<file path="config.mk">
export PLATFORM = sky130hd
export DESIGN_NAME = bypass_alu_pipe
export DESIGN_NICKNAME = d
export VERILOG_FILES = /design/src/rtl/bap_pkg.sv /design/src/rtl/bap_alu.sv /design/src/rtl/bap_regfile.sv /design/src/rtl/bap_opsel.sv /design/src/rtl/bypass_alu_pipe.sv
export SDC_FILE = /design/constraint.sdc
export NUM_CORES = 1
export LEC_CHECK = 0
export ABC_CLOCK_PERIOD_IN_PS = 2000
export BUFFER_PORTS_ARGS = -buffer_cell sky130_fd_sc_hd__buf_2
export CAP_MARGIN = 40
export CORE_UTILIZATION = 55
export CTS_CLUSTER_DIAMETER = 30
export DETAILED_ROUTE_END_ITERATION = 12
export GPL_ROUTABILITY_DRIVEN = 0
export GPL_TIMING_DRIVEN = 0
export PLACE_DENSITY = 0.77
export SLEW_MARGIN = 10
export SYNTH_ARGS = -nofsm -noshare
export SYNTH_HDL_FRONTEND = slang
export SYNTH_HIERARCHICAL = 1
export SYNTH_SLANG_ARGS = --single-unit
export TNS_END_PERCENT = 1
</file>
<file path="constraint.sdc">
create_clock -name clk -period 2 [get_ports clk]
set_clock_uncertainty 0.15 [all_clocks]
set_input_delay 0.4 -clock clk [delete_from_list [all_inputs] [get_ports clk]]
set_output_delay 0.4 -clock clk [all_outputs]
set_load 0.03 [all_outputs]
</file>
<file path="src/rtl/bap_pkg.sv">
package bap_pkg;
   typedef enum logic {
      OPC_NOR = 1'b0,
      OPC_OR  = 1'b1
   } bap_opc_e;
endpackage

</file>
<file path="src/rtl/bap_alu.sv">
module bap_alu
   import bap_pkg::*;
#(
   parameter int DW = 8
) (
   input  bap_opc_e          opc,
   input  logic [DW-1:0]     a,
   input  logic [DW-1:0]     b,
   output logic [DW-1:0]     y
);
   logic [DW-1:0] any_set;

   assign any_set = a | b;

   always_comb begin
      unique case (opc)
         OPC_OR:  y = any_set;
         default: y = ~any_set;
      endcase
   end

   // output relation against inputs, checked per evaluation
   always_comb begin
      if (opc == OPC_OR) a_r2_or_mode : assert (y == (a | b) || $isunknown(a) || $isunknown(b));
   end
endmodule

</file>
<file path="src/rtl/bap_regfile.sv">
module bap_regfile #(
   parameter int AW = 2,
   parameter int DW = 8,
   localparam int NREG = 1 << AW
) (
   input  logic                clk,
   input  logic                rst,
   input  logic                wr_en,
   input  logic [AW-1:0]       wr_addr,
   input  logic [DW-1:0]       wr_data,
   output logic [NREG*DW-1:0]  flat_q
);
   logic [DW-1:0] mem [NREG];

   for (genvar n = 0; n < NREG; n++) begin : g_entry
      always_ff @(posedge clk) begin
         if (rst)
            mem[n] <= '0;
         else if (wr_en && (wr_addr == AW'(n)))
            mem[n] <= wr_data;
      end
      assign flat_q[n*DW +: DW] = mem[n];
   end

   // no enabled write, no change anywhere in the file
   a_r5_hold_when_stalled : assert property (@(posedge clk) disable iff (rst)
      !wr_en |=> $stable(flat_q));

   // enabled write lands in the addressed entry
   a_r4_write_lands : assert property (@(posedge clk) disable iff (rst)
      wr_en |=> mem[$past(wr_addr)] == $past(wr_data));
endmodule

</file>
<file path="src/rtl/bap_opsel.sv">
module bap_opsel #(
   parameter int AW = 2,
   parameter int DW = 8,
   localparam int NREG = 1 << AW
) (
   input  logic                clk,
   input  logic                rst,
   input  logic [AW-1:0]       src,
   input  logic                ex_live,
   input  logic [AW-1:0]       ex_dst,
   input  logic [DW-1:0]       ex_val,
   input  logic                wb_live,
   input  logic [AW-1:0]       wb_dst,
   input  logic [DW-1:0]       wb_val,
   input  logic [NREG*DW-1:0]  rf_flat,
   output logic [DW-1:0]       opnd_q
);
   logic [DW-1:0] rf_val;
   logic [DW-1:0] opnd_d;
   logic          hit_ex;
   logic          hit_wb;

   assign rf_val = rf_flat[src*DW +: DW];
   assign hit_ex = ex_live && (ex_dst == src);
   assign hit_wb = wb_live && (wb_dst == src);

   // newer producer first, then the one in write-back, then the file
   always_comb begin
      if (hit_ex)      opnd_d = ex_val;
      else if (hit_wb) opnd_d = wb_val;
      else             opnd_d = rf_val;
   end

   always_ff @(posedge clk) begin
      if (rst) opnd_q <= '0;
      else     opnd_q <= opnd_d;
   end

   // execute-stage producer wins
   a_r6_exec_forward : assert property (@(posedge clk) disable iff (rst)
      (ex_live && ex_dst == src) |=> opnd_q == $past(ex_val));

   // write-back producer used when execute does not match
   a_r7_wb_forward : assert property (@(posedge clk) disable iff (rst)
      (!(ex_live && ex_dst == src) && wb_live && wb_dst == src) |=> opnd_q == $past(wb_val));
endmodule

</file>
<file path="src/rtl/bypass_alu_pipe.sv">
module bypass_alu_pipe
   import bap_pkg::*;
#(
   parameter int AW = 2,
   parameter int DW = 8,
   localparam int NREG = 1 << AW
) (
   input  logic                clk,
   input  logic                rst,
   input  logic                in_stall,
   input  logic                in_op,
   input  logic [AW-1:0]       in_src_a,
   input  logic [AW-1:0]       in_src_b,
   input  logic [AW-1:0]       in_dst,
   output logic [DW-1:0]       result_q,
   output logic [NREG*DW-1:0]  regs_obs
);
   localparam int NPORT = 2;

   if (AW < 1 || AW > 10) begin : g_bad_aw
      $error("bypass_alu_pipe: AW out of range");
   end
   if (DW < 1) begin : g_bad_dw
      $error("bypass_alu_pipe: DW must be positive");
   end

   // execute / write-back side-band
   logic          stall_ex, stall_wb;
   logic [AW-1:0] dst_ex, dst_wb;
   bap_opc_e      opc_ex;
   logic [DW-1:0] alu_y;
   logic [DW-1:0] rf_wdata_unused_guard;

   logic [AW-1:0] src_v  [NPORT];
   logic [DW-1:0] opnd_v [NPORT];

   assign src_v[0] = in_src_a;
   assign src_v[1] = in_src_b;

   always_ff @(posedge clk) begin
      if (rst) begin
         stall_ex <= 1'b1;
         stall_wb <= 1'b1;
         dst_ex   <= '0;
         dst_wb   <= '0;
         opc_ex   <= OPC_NOR;
      end else begin
         stall_ex <= in_stall;
         stall_wb <= stall_ex;
         dst_ex   <= in_dst;
         dst_wb   <= dst_ex;
         opc_ex   <= bap_opc_e'(in_op);
      end
   end

   for (genvar p = 0; p < NPORT; p++) begin : g_port
      bap_opsel #(.AW(AW), .DW(DW)) u_sel (
         .clk     (clk),
         .rst     (rst),
         .src     (src_v[p]),
         .ex_live (!stall_ex),
         .ex_dst  (dst_ex),
         .ex_val  (alu_y),
         .wb_live (!stall_wb),
         .wb_dst  (dst_wb),
         .wb_val  (result_q),
         .rf_flat (regs_obs),
         .opnd_q  (opnd_v[p])
      );
   end

   bap_alu #(.DW(DW)) u_alu (
      .opc (opc_ex),
      .a   (opnd_v[0]),
      .b   (opnd_v[1]),
      .y   (alu_y)
   );

   always_ff @(posedge clk) begin
      if (rst)            result_q <= '0;
      else if (!stall_ex) result_q <= alu_y;
   end

   assign rf_wdata_unused_guard = result_q;

   bap_regfile #(.AW(AW), .DW(DW)) u_rf (
      .clk     (clk),
      .rst     (rst),
      .wr_en   (!stall_wb),
      .wr_addr (dst_wb),
      .wr_data (rf_wdata_unused_guard),
      .flat_q  (regs_obs)
   );

   // result register holds across a stalled execute slot
   a_r3_result_hold : assert property (@(posedge clk) disable iff (rst)
      stall_ex |=> $stable(result_q));

   // result register takes the ALU value otherwise
   a_r3_result_load : assert property (@(posedge clk) disable iff (rst)
      !stall_ex |=> result_q == $past(alu_y));

   // the cycle after reset, both later stages count as stalled, so the file is still clear
   a_r1_quiet_after_reset : assert property (@(posedge clk)
      $past(rst) |-> (regs_obs == '0));
endmodule

</file>
==> results of run 1 <==
==> state kept, by name, indices dropped and copies added (netlist names) <==
register,flops
opc_ex,1
dst_ex,2
g_port.u_sel/opnd_q,16
u_rf/mem,32
dst_wb,2
stall_ex,1
stall_wb,1
result_q,8
==> path summary, 6_finish.rpt <==
kind	from	endpoint	slack, ns	depth (start not counted)
setup / recovery	dst_wb[0]	u_rf/mem[0][3]	0.15	3
hold / removal	in_stall	stall_ex	0.09	2
setup reg to reg	dst_wb[0]	u_rf/mem[0][3]	0.15	3
hold reg to reg	dst_ex[0]	dst_wb[0]	0.40	1
==> area by class of cell <==
cell class / count / area (um^2) / share of cell area [%]
Sequential cell: 63 / 1580 / 41.2
Multi-Input combinational cell: 181 / 1570 / 40.9
Timing Repair Buffer: 49 / 245 / 6.39
Buffer: 18 / 148 / 3.85
Clock buffer: 10 / 128 / 3.33
Tap cell: 72 / 90.1 / 2.35
Clock inverter: 6 / 51.3 / 1.34
Inverter: 7 / 26.3 / 0.685
==> synth_stat cells, types with 6 or more instances <==
cell type,instances
nor2_1,40
edfxtp_1,32
nor4_1,16
mux2i_1,8
dfxtp_1,31
xor2_2,6
xor2_1,10
a311oi_1,14
nand3b_1,8
nor2_2,8
mux4_2,16
buf_6,10
o31ai_1,16
nand4_1,16
==> metrics by stage <==
step	utilization, %	total power, mW	setup WS, ns	hold WS (ns)
floorplan	-	1.88	0.193	0.347
global placement	64.5	2.01	-0.173	0.376
detailed placement	64.5	2.02	-0.203	0.395
CTS	67.9	3.03	0.0192	0.0803
global route	68.0	3.13	0.00520	0.105
finish	68.0	3.02	0.151	0.0881
==> power groups by stage <==
| stage | logic, mW | registers, mW | clock network [mW] |
|---|---|---|---|
| finish | 0.509 | 1.49 | 1.03 |
| CTS | 0.508 | 1.49 | 1.04 |
| detailed placement | 0.504 | 1.51 | 0 |
| global placement | 0.498 | 1.51 | 0 |
| floorplan | 0.306 | 1.58 | 0 |
| global route | 0.551 | 1.50 | 1.09 |
==> layer usage <==
layer  wire length, um  GRT usage (%)
met4               102           11.1
met1              3120           32.6
met2              3570           40.9
met5                 0              0
met3               404           4.46
==> cell families (layout without fill, tap and decap cells) <==
logic type             after synthesis  after routing  share of synthesized area [%]
XOR/XNOR                            20             20                           7.57
AO/OA/AOI/OAI                       36             36                           9.28
buffers and inverters               25             90                           5.26
multiplexers                        24             24                           13.3
flip-flops                          63             63                           47.9
AND/OR/NAND/NOR                    101            101                           16.7
==> timing repair <==
action                                 4_1_cts  5_1_grt
cloned                                       0        0
endpoints found under the hold margin        0        0
resized for setup                            3        1
pin swaps                                    0        0
setup endpoints to repair                   24        8
==> run metrics, run 1 <==
CTS tree built; first-pass GRT wire length about 12,000 um; Port Buffers 49; cts hold-fix bufs 0; # H-tree levels 3; Final nets 339; NetSw 0.845 mW; Clk network pwr share 34.0%; vias per inst 5.97; CTS Buffer Depth 2; CP max stage delay about 0.46 ns; postcts setup bufs 0; Data required, critical path between 1.5 and 2 ns; Min Clock Period, post-route 1.85 ns; Post-synth EDFFs 32; Routed WL per cell 17.7 um; leakage 1.46 nW; outcome complete, no violations; largest net degree at the start of global routing 12; Max Cap Violations 0; Worst setup EP type flop; Root Buffer clkbuf_8; Combinational Power Share 16.8%; post-synth top area share around 29%; asr flop ratio synth 0%; CP bufs+invs 1; Mapped Nets ~280; final setup vio count 0; max-slew violations 0; GRT Resource Usage Total 25.0%; core area 5640 um^2; Residual DRC 0; die area 6320 um^2; sequential share of the synthesized area between 40% and 50%; fin crit share around 90%; CP max stage cell dfxtp_1; switching share of total power 28.0%; clk_lat worst skew 0.35 ns; distinct cell type count after synthesis 27; crit path kind flop to flop; IR drop worst, VDD 0.569 mV; HPWL after DPL approximately 5400 um; synth warn 6; Initial Util 58.6%; largest area contributor in the netlist edfxtp_1; I/O pin cnt 50; critical path's top delay family flip-flops; CP max FO 9; Design Area, Final 3840 um^2; most common cell after layout, fill and taps aside buf_2; Antenna Violating Nets Remaining 0; 1st-iter DRT viols 137; relative slew slack between 50% and 60%; Layout Area Growth over Synthesis 16.1%; filler cell count 443; final wirelength 7190 um; Hold Path Class input port to flop; synthesized flop and latch total 63; Pre-antenna DRT Iters 4; Clock Sinks 63; placed inst area ~3600 um^2; crit path DAT 1.68 ns; Worst setup SP type flop; pwr dens 787 nW/um^2; die width 79.5 um; area of the mapped netlist 3300 um^2; sequential power share roughly half; grt ovf 0; Fin Setup TNS 0 ns; antenna violations before repair 0; commonest cells after routing, fill and taps aside buf_2 (53), nor2_1 (40), edfxtp_1 (32); unrepaired setup endpoints after global routing false; Worst-Margin Slew between 0.6 and 0.7 ns; Fmax achieved 541 MHz; top post-synthesis cells by area edfxtp_1 (29%), dfxtp_1 (19%), mux4_2 (11%); Hold Vio Cnt, Final 0; Mapped Cells between 200 and 300; row count 27; number of diodes 0; Reg clk slew, reported paths 0.06 ns; placed cell count 390; vias in the first global route 2,444; Num CTS Buffers 9; Post-synth top flop edfxtp_1; Layout Cells excl Fill 406; Die Y between 70 and 80 um; crit-path cells or2_1 > buf_6 > o21bai_2; syn avg cell area about 12 um^2; via count 2,423; Pint 2.18 mW; fraction of final layout cells sized beyond drive strength 1 approximately 36%
Note: power is estimated with default switching activity, not from simulation.
==> run 2, diff against run 1 <==
--- a/config.mk
+++ b/config.mk
@@ -13,7 +13,7 @@
 export DETAILED_ROUTE_END_ITERATION = 12
 export GPL_ROUTABILITY_DRIVEN = 0
 export GPL_TIMING_DRIVEN = 0
-export PLACE_DENSITY = 0.77
+export PLACE_DENSITY = 0.78
 export SLEW_MARGIN = 10
 export SYNTH_ARGS = -nofsm -noshare
 export SYNTH_HDL_FRONTEND = slang
==> run 2 against run 1 <==
- first-iteration DRC count up 12%
- register-to-register slack got worse by 0.05 ns
- die area is the same
- sequential power hardly changed
- via count is 0.54% higher
- utilization rose by 0.53 points
- total power increased by 4.7%
- largest power group unchanged
==> run metrics, run 2 (synthesis results as in run 1) <==
CP max FO 10 (+1); GRT Resource Usage Total 25.9% (+0.88 points); Pint 2.32 mW (+6.5%); fin crit share 94.8% (+2.4 points); WL met3 490 um (+21%); CTS tree built; Pre-antenna DRT Iters 5 (+1); clk_lat worst skew 0.34 ns (about the same); NetSw 0.846 mW (+0.20%); largest net degree at the start of global routing 12 (unchanged); vias per inst 6.00 (+0.54%); Layout Area Growth over Synthesis 17.0%; fraction of final layout cells sized beyond drive strength 1 36.5% (+0.60 points); postcts setup bufs 0 (unchanged); Hold Vio Cnt, Final 0 (unchanged); I/O pin cnt 50 (unchanged); unrepaired setup endpoints after global routing false; final setup vio count 0 (unchanged); Clock Sinks 63 (unchanged); grt ovf 0 (unchanged); cts hold-fix bufs 0 (unchanged); Clk network pwr share 36.7% (+2.7 points); vias in the first global route 2,364 (-3.3%); largest reg by FF count u_rf/mem; placed inst area 3640 um^2 (unchanged); Die Y 79.5 um (unchanged); Num CTS Buffers 9 (unchanged); number of diodes 0 (unchanged); commonest cells after routing, fill and taps aside buf_2 (53), nor2_1 (40), edfxtp_1 (32); Worst setup EP type flop; core area 5640 um^2 (unchanged); 1st-iter DRT viols 153 (+12%); max-slew violations 0 (unchanged); die area 6320 um^2 (unchanged); M1 wire length 3160 um (+1.3%); via count 2,436 (+0.54%); final wirelength 7520 um (+4.6%); leakage 1.47 nW (+0.76%); crit path kind flop to flop; outcome complete, no violations; sequential power share 47.1% (-2.1 points); top flop regs u_rf/mem (32), g_port.u_sel/opnd_q (16), result_q (8); Routed WL per cell 18.5 um (+4.6%); WL met2 3720 um (+4.3%); Data required, critical path 2.10 ns (+0.27 ns); antenna violations before repair 0 (unchanged); Largest register FFs 32 (unchanged); Initial Util 58.6% (unchanged); Reg clk slew, reported paths 0.07 ns (about the same); crit path DAT 1.99 ns (+0.31 ns); row count 27 (unchanged); Worst setup SP type flop; Fmax achieved 527 MHz (-2.5%); relative slew slack 56.1% (-1.7 points); Antenna Violating Nets Remaining 0 (unchanged); Residual DRC 0 (unchanged); Min Clock Period, post-route 1.90 ns (+0.0472 ns); Root Buffer clkbuf_8; top sig layer met4; Worst-Margin Slew 0.656 ns (+0.0253 ns); # H-tree levels 3 (unchanged); Final nets 339 (unchanged); first-pass GRT wire length 12,100 um (+2.3%); most common cell after layout, fill and taps aside buf_2; HPWL after DPL 5560 um (+2.0%); CTS Buffer Depth 2 (unchanged); Design Area, Final 3870 um^2 (+0.78%); Port Buffers 49 (unchanged); switching share of total power 26.8% (-1.2 points); Hold Path Class input port to flop; Combinational Power Share 16.3% (-0.5 points); die width 79.5 um (unchanged); Core Util, Final 68.6% (+0.53 points); pwr dens 818 nW/um^2 (+3.9%); Max Cap Violations 0 (unchanged); IR drop worst, VDD 0.684 mV (+20%)
run 2: cell types whose count changed in the layout (fill, tap and decap cells not counted):
| cell | previous run | this run |
|---|---|---|
| clkinv_1 | 5 | 1 |
| clkinvlp_4 | 0 | 1 |
| bufinv_16 | 1 | 2 |
| clkbuf_1 | 1 | 3 |
run 2: worst max-delay path, cell delays in order (launching register included):
cell	delay, ns
dfxtp_1	0.31
buf_6	0.14
inv_1	0.13
clkinv_1	0.23
or3_1	0.44
buf_6	0.15
a311oi_1	0.23
run 2: timing repair:
action / 4_1_cts / 5_1_grt
endpoints found under the setup margin: 24 / 10
resized for setup: 3 / 2
gates cloned: 0 / 0
run 2: layout make-up:
| type | instances | area [um^2] |
|---|---|---|
| tap | 72 | 90.1 |
| inverter | 7 | 30.0 |
| clock buffer | 12 | 135 |
| timing repair buffer | 49 | 245 |
| clock inverter | 4 | 70.1 |
| buffer | 18 | 148 |
| fill | 446 | 1770 |
| multi-input combinational | 181 | 1570 |
| sequential | 63 | 1580 |
run 2: final timing paths:
kind | from | endpoint | slack (ns) | depth (start not counted)
worst max register to register | stall_ex | g_port[1].u_sel/opnd_q[5] | 0.10 | 6
worst min-delay path | in_stall | stall_ex | 0.09 | 2
worst min register to register | dst_ex[0] | dst_wb[0] | 0.41 | 1
worst max-delay path | stall_ex | g_port[1].u_sel/opnd_q[5] | 0.10 | 6
run 2: power by group through the flow:
stage | combinational (mW) | clock [mW] | sequential [mW]
after global placement | 0.498 | 0 | 1.51
after CTS | 0.510 | 1.17 | 1.49
after floorplan | 0.306 | 0 | 1.58
after detailed placement | 0.506 | 0 | 1.52
after global routing | 0.551 | 1.22 | 1.50
final | 0.515 | 1.16 | 1.49
run 2: routing by layer:
| layer | track usage, % | up-vias |
|---|---|---|
| met5 | 0 | - |
| met4 | 12.9 | 0 |
| met3 | 4.23 | 16 |
| met2 | 43.1 | 101 |
| met1 | 32.7 | 1164 |
| li1 | - | 1155 |
run 2: metrics by stage:
stage / hold slack, ns / setup slack, ns / power [mW] / std cells / TNS [ns]
floorplan: 0.347 / 0.193 / 1.88 / 269 / 0
global placement: 0.386 / -0.173 / 2.01 / 390 / -1.55
detailed placement: 0.400 / -0.192 / 2.02 / 390 / -2.09
CTS: 0.0778 / 0.0364 / 3.17 / 406 / 0
global route: 0.0758 / 0.00227 / 3.27 / 406 / 0
finish: 0.0850 / 0.104 / 3.16 / 406 / 0
==> run 3, diff against run 2 <==
--- a/config.mk
+++ b/config.mk
@@ -6,14 +6,14 @@
 export NUM_CORES = 1
 export LEC_CHECK = 0
 export ABC_CLOCK_PERIOD_IN_PS = 2000
-export BUFFER_PORTS_ARGS = -buffer_cell sky130_fd_sc_hd__buf_2
 export CAP_MARGIN = 40
 export CORE_UTILIZATION = 55
 export CTS_CLUSTER_DIAMETER = 30
 export DETAILED_ROUTE_END_ITERATION = 12
+export DONT_BUFFER_PORTS = 1
 export GPL_ROUTABILITY_DRIVEN = 0
 export GPL_TIMING_DRIVEN = 0
-export PLACE_DENSITY = 0.78
+export PLACE_DENSITY = 0.71
 export SLEW_MARGIN = 10
 export SYNTH_ARGS = -nofsm -noshare
 export SYNTH_HDL_FRONTEND = slang
==> run 3 against run 2 <==
- via count is 7.8% lower
- clock power hardly changed
- total power is 1.2% lower
- fmax is 1.0% higher
- non-clock buffer count is 48 lower
- combinational power is 26% lower
- routed wire length is 1.1% lower
- design area is 6.2% lower
- utilization is 4.2 points lower
- largest cell class unchanged
==> run metrics, run 3 (synthesis results as in run 1) <==
die width 79.5 um (unchanged); crit-path cells nand2_1 > o21bai_4; sequential cell area 1580 um^2 (unchanged); I/O pin cnt 50 (unchanged); Fmax achieved 533 MHz (+1.0%); Max Cap Violations 0 (unchanged); largest net degree at the start of global routing 12 (unchanged); core area 5640 um^2 (unchanged); IR drop worst, VDD 0.566 mV (-17%); Residual DRC 0 (unchanged); CTS Buffer Depth 2 (unchanged); NetSw 0.838 mW (-1.0%); Worst setup SP type flop; crit path DAT 1.74 ns (-0.25 ns); vias in the first global route 2,225 (-5.9%); Min Clock Period, post-route 1.88 ns (-0.0188 ns); relative slew slack 57.8% (+1.6 points); Hold Vio Cnt, Final 0 (unchanged); Layout Area Growth over Synthesis 9.81%; top flop regs u_rf/mem (32), g_port.u_sel/opnd_q (16), result_q (8); Root Buffer clkbuf_8; Total Power 3.13 mW (-1.2%); placed inst area 3390 um^2 (-6.7%); final setup vio count 0 (unchanged); CP max FO 9 (-1); switching share of total power 26.8% (+0.046 points); grt ovf 0 (unchanged); pwr dens 862 nW/um^2 (+5.3%); Pre-antenna DRT Iters 5 (unchanged); clk_lat worst skew 0.35 ns (about the same); critical path's top delay family flip-flops; Antenna Violating Nets Remaining 0 (unchanged); Pint 2.29 mW (-1.2%); vias per inst 6.27 (+4.6%); outcome complete, no violations; Num CTS Buffers 9 (unchanged); Initial Util 58.6% (unchanged); Port Buffers 0 (-100%); CTS tree built; Design Area, Final 3630 um^2 (-6.2%); Fin Setup TNS 0 ns (unchanged); number of diodes 0 (unchanged); Data required, critical path 1.87 ns (-0.23 ns); row count 27 (unchanged); Final nets 291 (-14%); fin crit share 93.8% (-0.94 points); sequential power share 50.4% (+3.3 points); Hold Path Class input port to flop; via count 2,246 (-7.8%); Routed WL per cell 20.8 um (+12%); fraction of final layout cells sized beyond drive strength 1 25.2% (-11 points); unrepaired setup endpoints after global routing false; postcts setup bufs 0 (unchanged); antenna violations before repair 0 (unchanged); placed cell count 341 (-13%); commonest cells after routing, fill and taps aside nor2_1 (40), edfxtp_1 (32), dfxtp_1 (31); Worst-Margin Slew 0.631 ns (-0.0246 ns); Hold Slack 0.0422 ns (-0.0428 ns); largest reg by FF count u_rf/mem; CP max stage delay 0.64 ns (+0.20 ns); Die Y 79.5 um (unchanged); most common cell after layout, fill and taps aside nor2_1; Largest register FFs 32 (unchanged); filler cell count 435 (-2.5%); max-slew violations 0 (unchanged); CP bufs+invs 0 (-4); Multi-input gate area 1570 um^2 (unchanged); final wirelength 7440 um (-1.1%); Combinational Power Share 12.2% (-4.1 points); Reg clk slew, reported paths 0.06 ns (about the same); 1st-iter DRT viols 181 (+18%); die area 6320 um^2 (unchanged); Clk network pwr share 37.4% (+0.7 points); CP max stage cell dfxtp_1; # H-tree levels 3 (unchanged); Worst setup EP type flop; HPWL after DPL 5540 um (-0.37%); Clock Sinks 63 (unchanged); leakage 1.25 nW (-15%); first-pass GRT wire length 11,900 um (-1.7%); crit path kind flop to flop; GRT Resource Usage Total 26.0% (+0.050 points); Layout Cells excl Fill 358 (-12%)
[run 3: power by group through the flow]
stage	registers, mW	clock network, mW	logic, mW
after detailed placement	1.60	0	0.374
after global placement	1.60	0	0.369
after CTS	1.58	1.20	0.381
after global routing	1.58	1.25	0.414
final	1.58	1.17	0.381
after floorplan	1.58	0	0.306
[run 3: per-stage QoR]
| step | util, % | worst slack [ns] |
|---|---|---|
| 6_report | 64.3 | 0.123 |
| 5_1_grt | 64.3 | 0.0119 |
| 4_1_cts | 64.3 | 0.119 |
| 3_5_place_dp | 60.2 | -0.234 |
| 3_3_place_gp | 60.2 | -0.195 |
| 2_1_floorplan | - | 0.193 |
[run 3: what timing repair did]
item,CTS,global route
hold endpoints to repair,1,0
resized for setup,4,0
setup endpoints to repair,24,0
hold buffers,1,0
[run 3: worst paths after layout]
kind | startpoint | endpoint | slack [ns] | cells past startpoint
max reg2reg | dst_wb[1] | u_rf/mem[3][2] | 0.12 | 2
max | dst_wb[1] | u_rf/mem[3][2] | 0.12 | 2
min | in_op | opc_ex | 0.04 | 1
min reg2reg | dst_ex[0] | dst_wb[0] | 0.41 | 1
[run 3: cell type report]
| class | count | share of cell area, % |
|---|---|---|
| multi-input cells | 181 | 43.2 |
| flip-flops and latches | 63 | 43.6 |
| inverters | 7 | 0.724 |
| clock inverters | 4 | 1.93 |
| repair buffers | 1 | 0.276 |
| clock buffers | 12 | 3.72 |
| plain buffers | 18 | 4.07 |
| well taps | 72 | 2.48 |
[run 3: metal layers]
metal  global-route usage (%)  part of all wire, %  routed length [um]  vias up
met1                     32.0                   40                2990     1095
met3                     9.83                  7.8                 579        8
met2                     40.0                   51                3790       85
li1                         -                    -                   -     1058
met5                        0                    0                   0        -
met4                     12.5                  1.0                  76        0
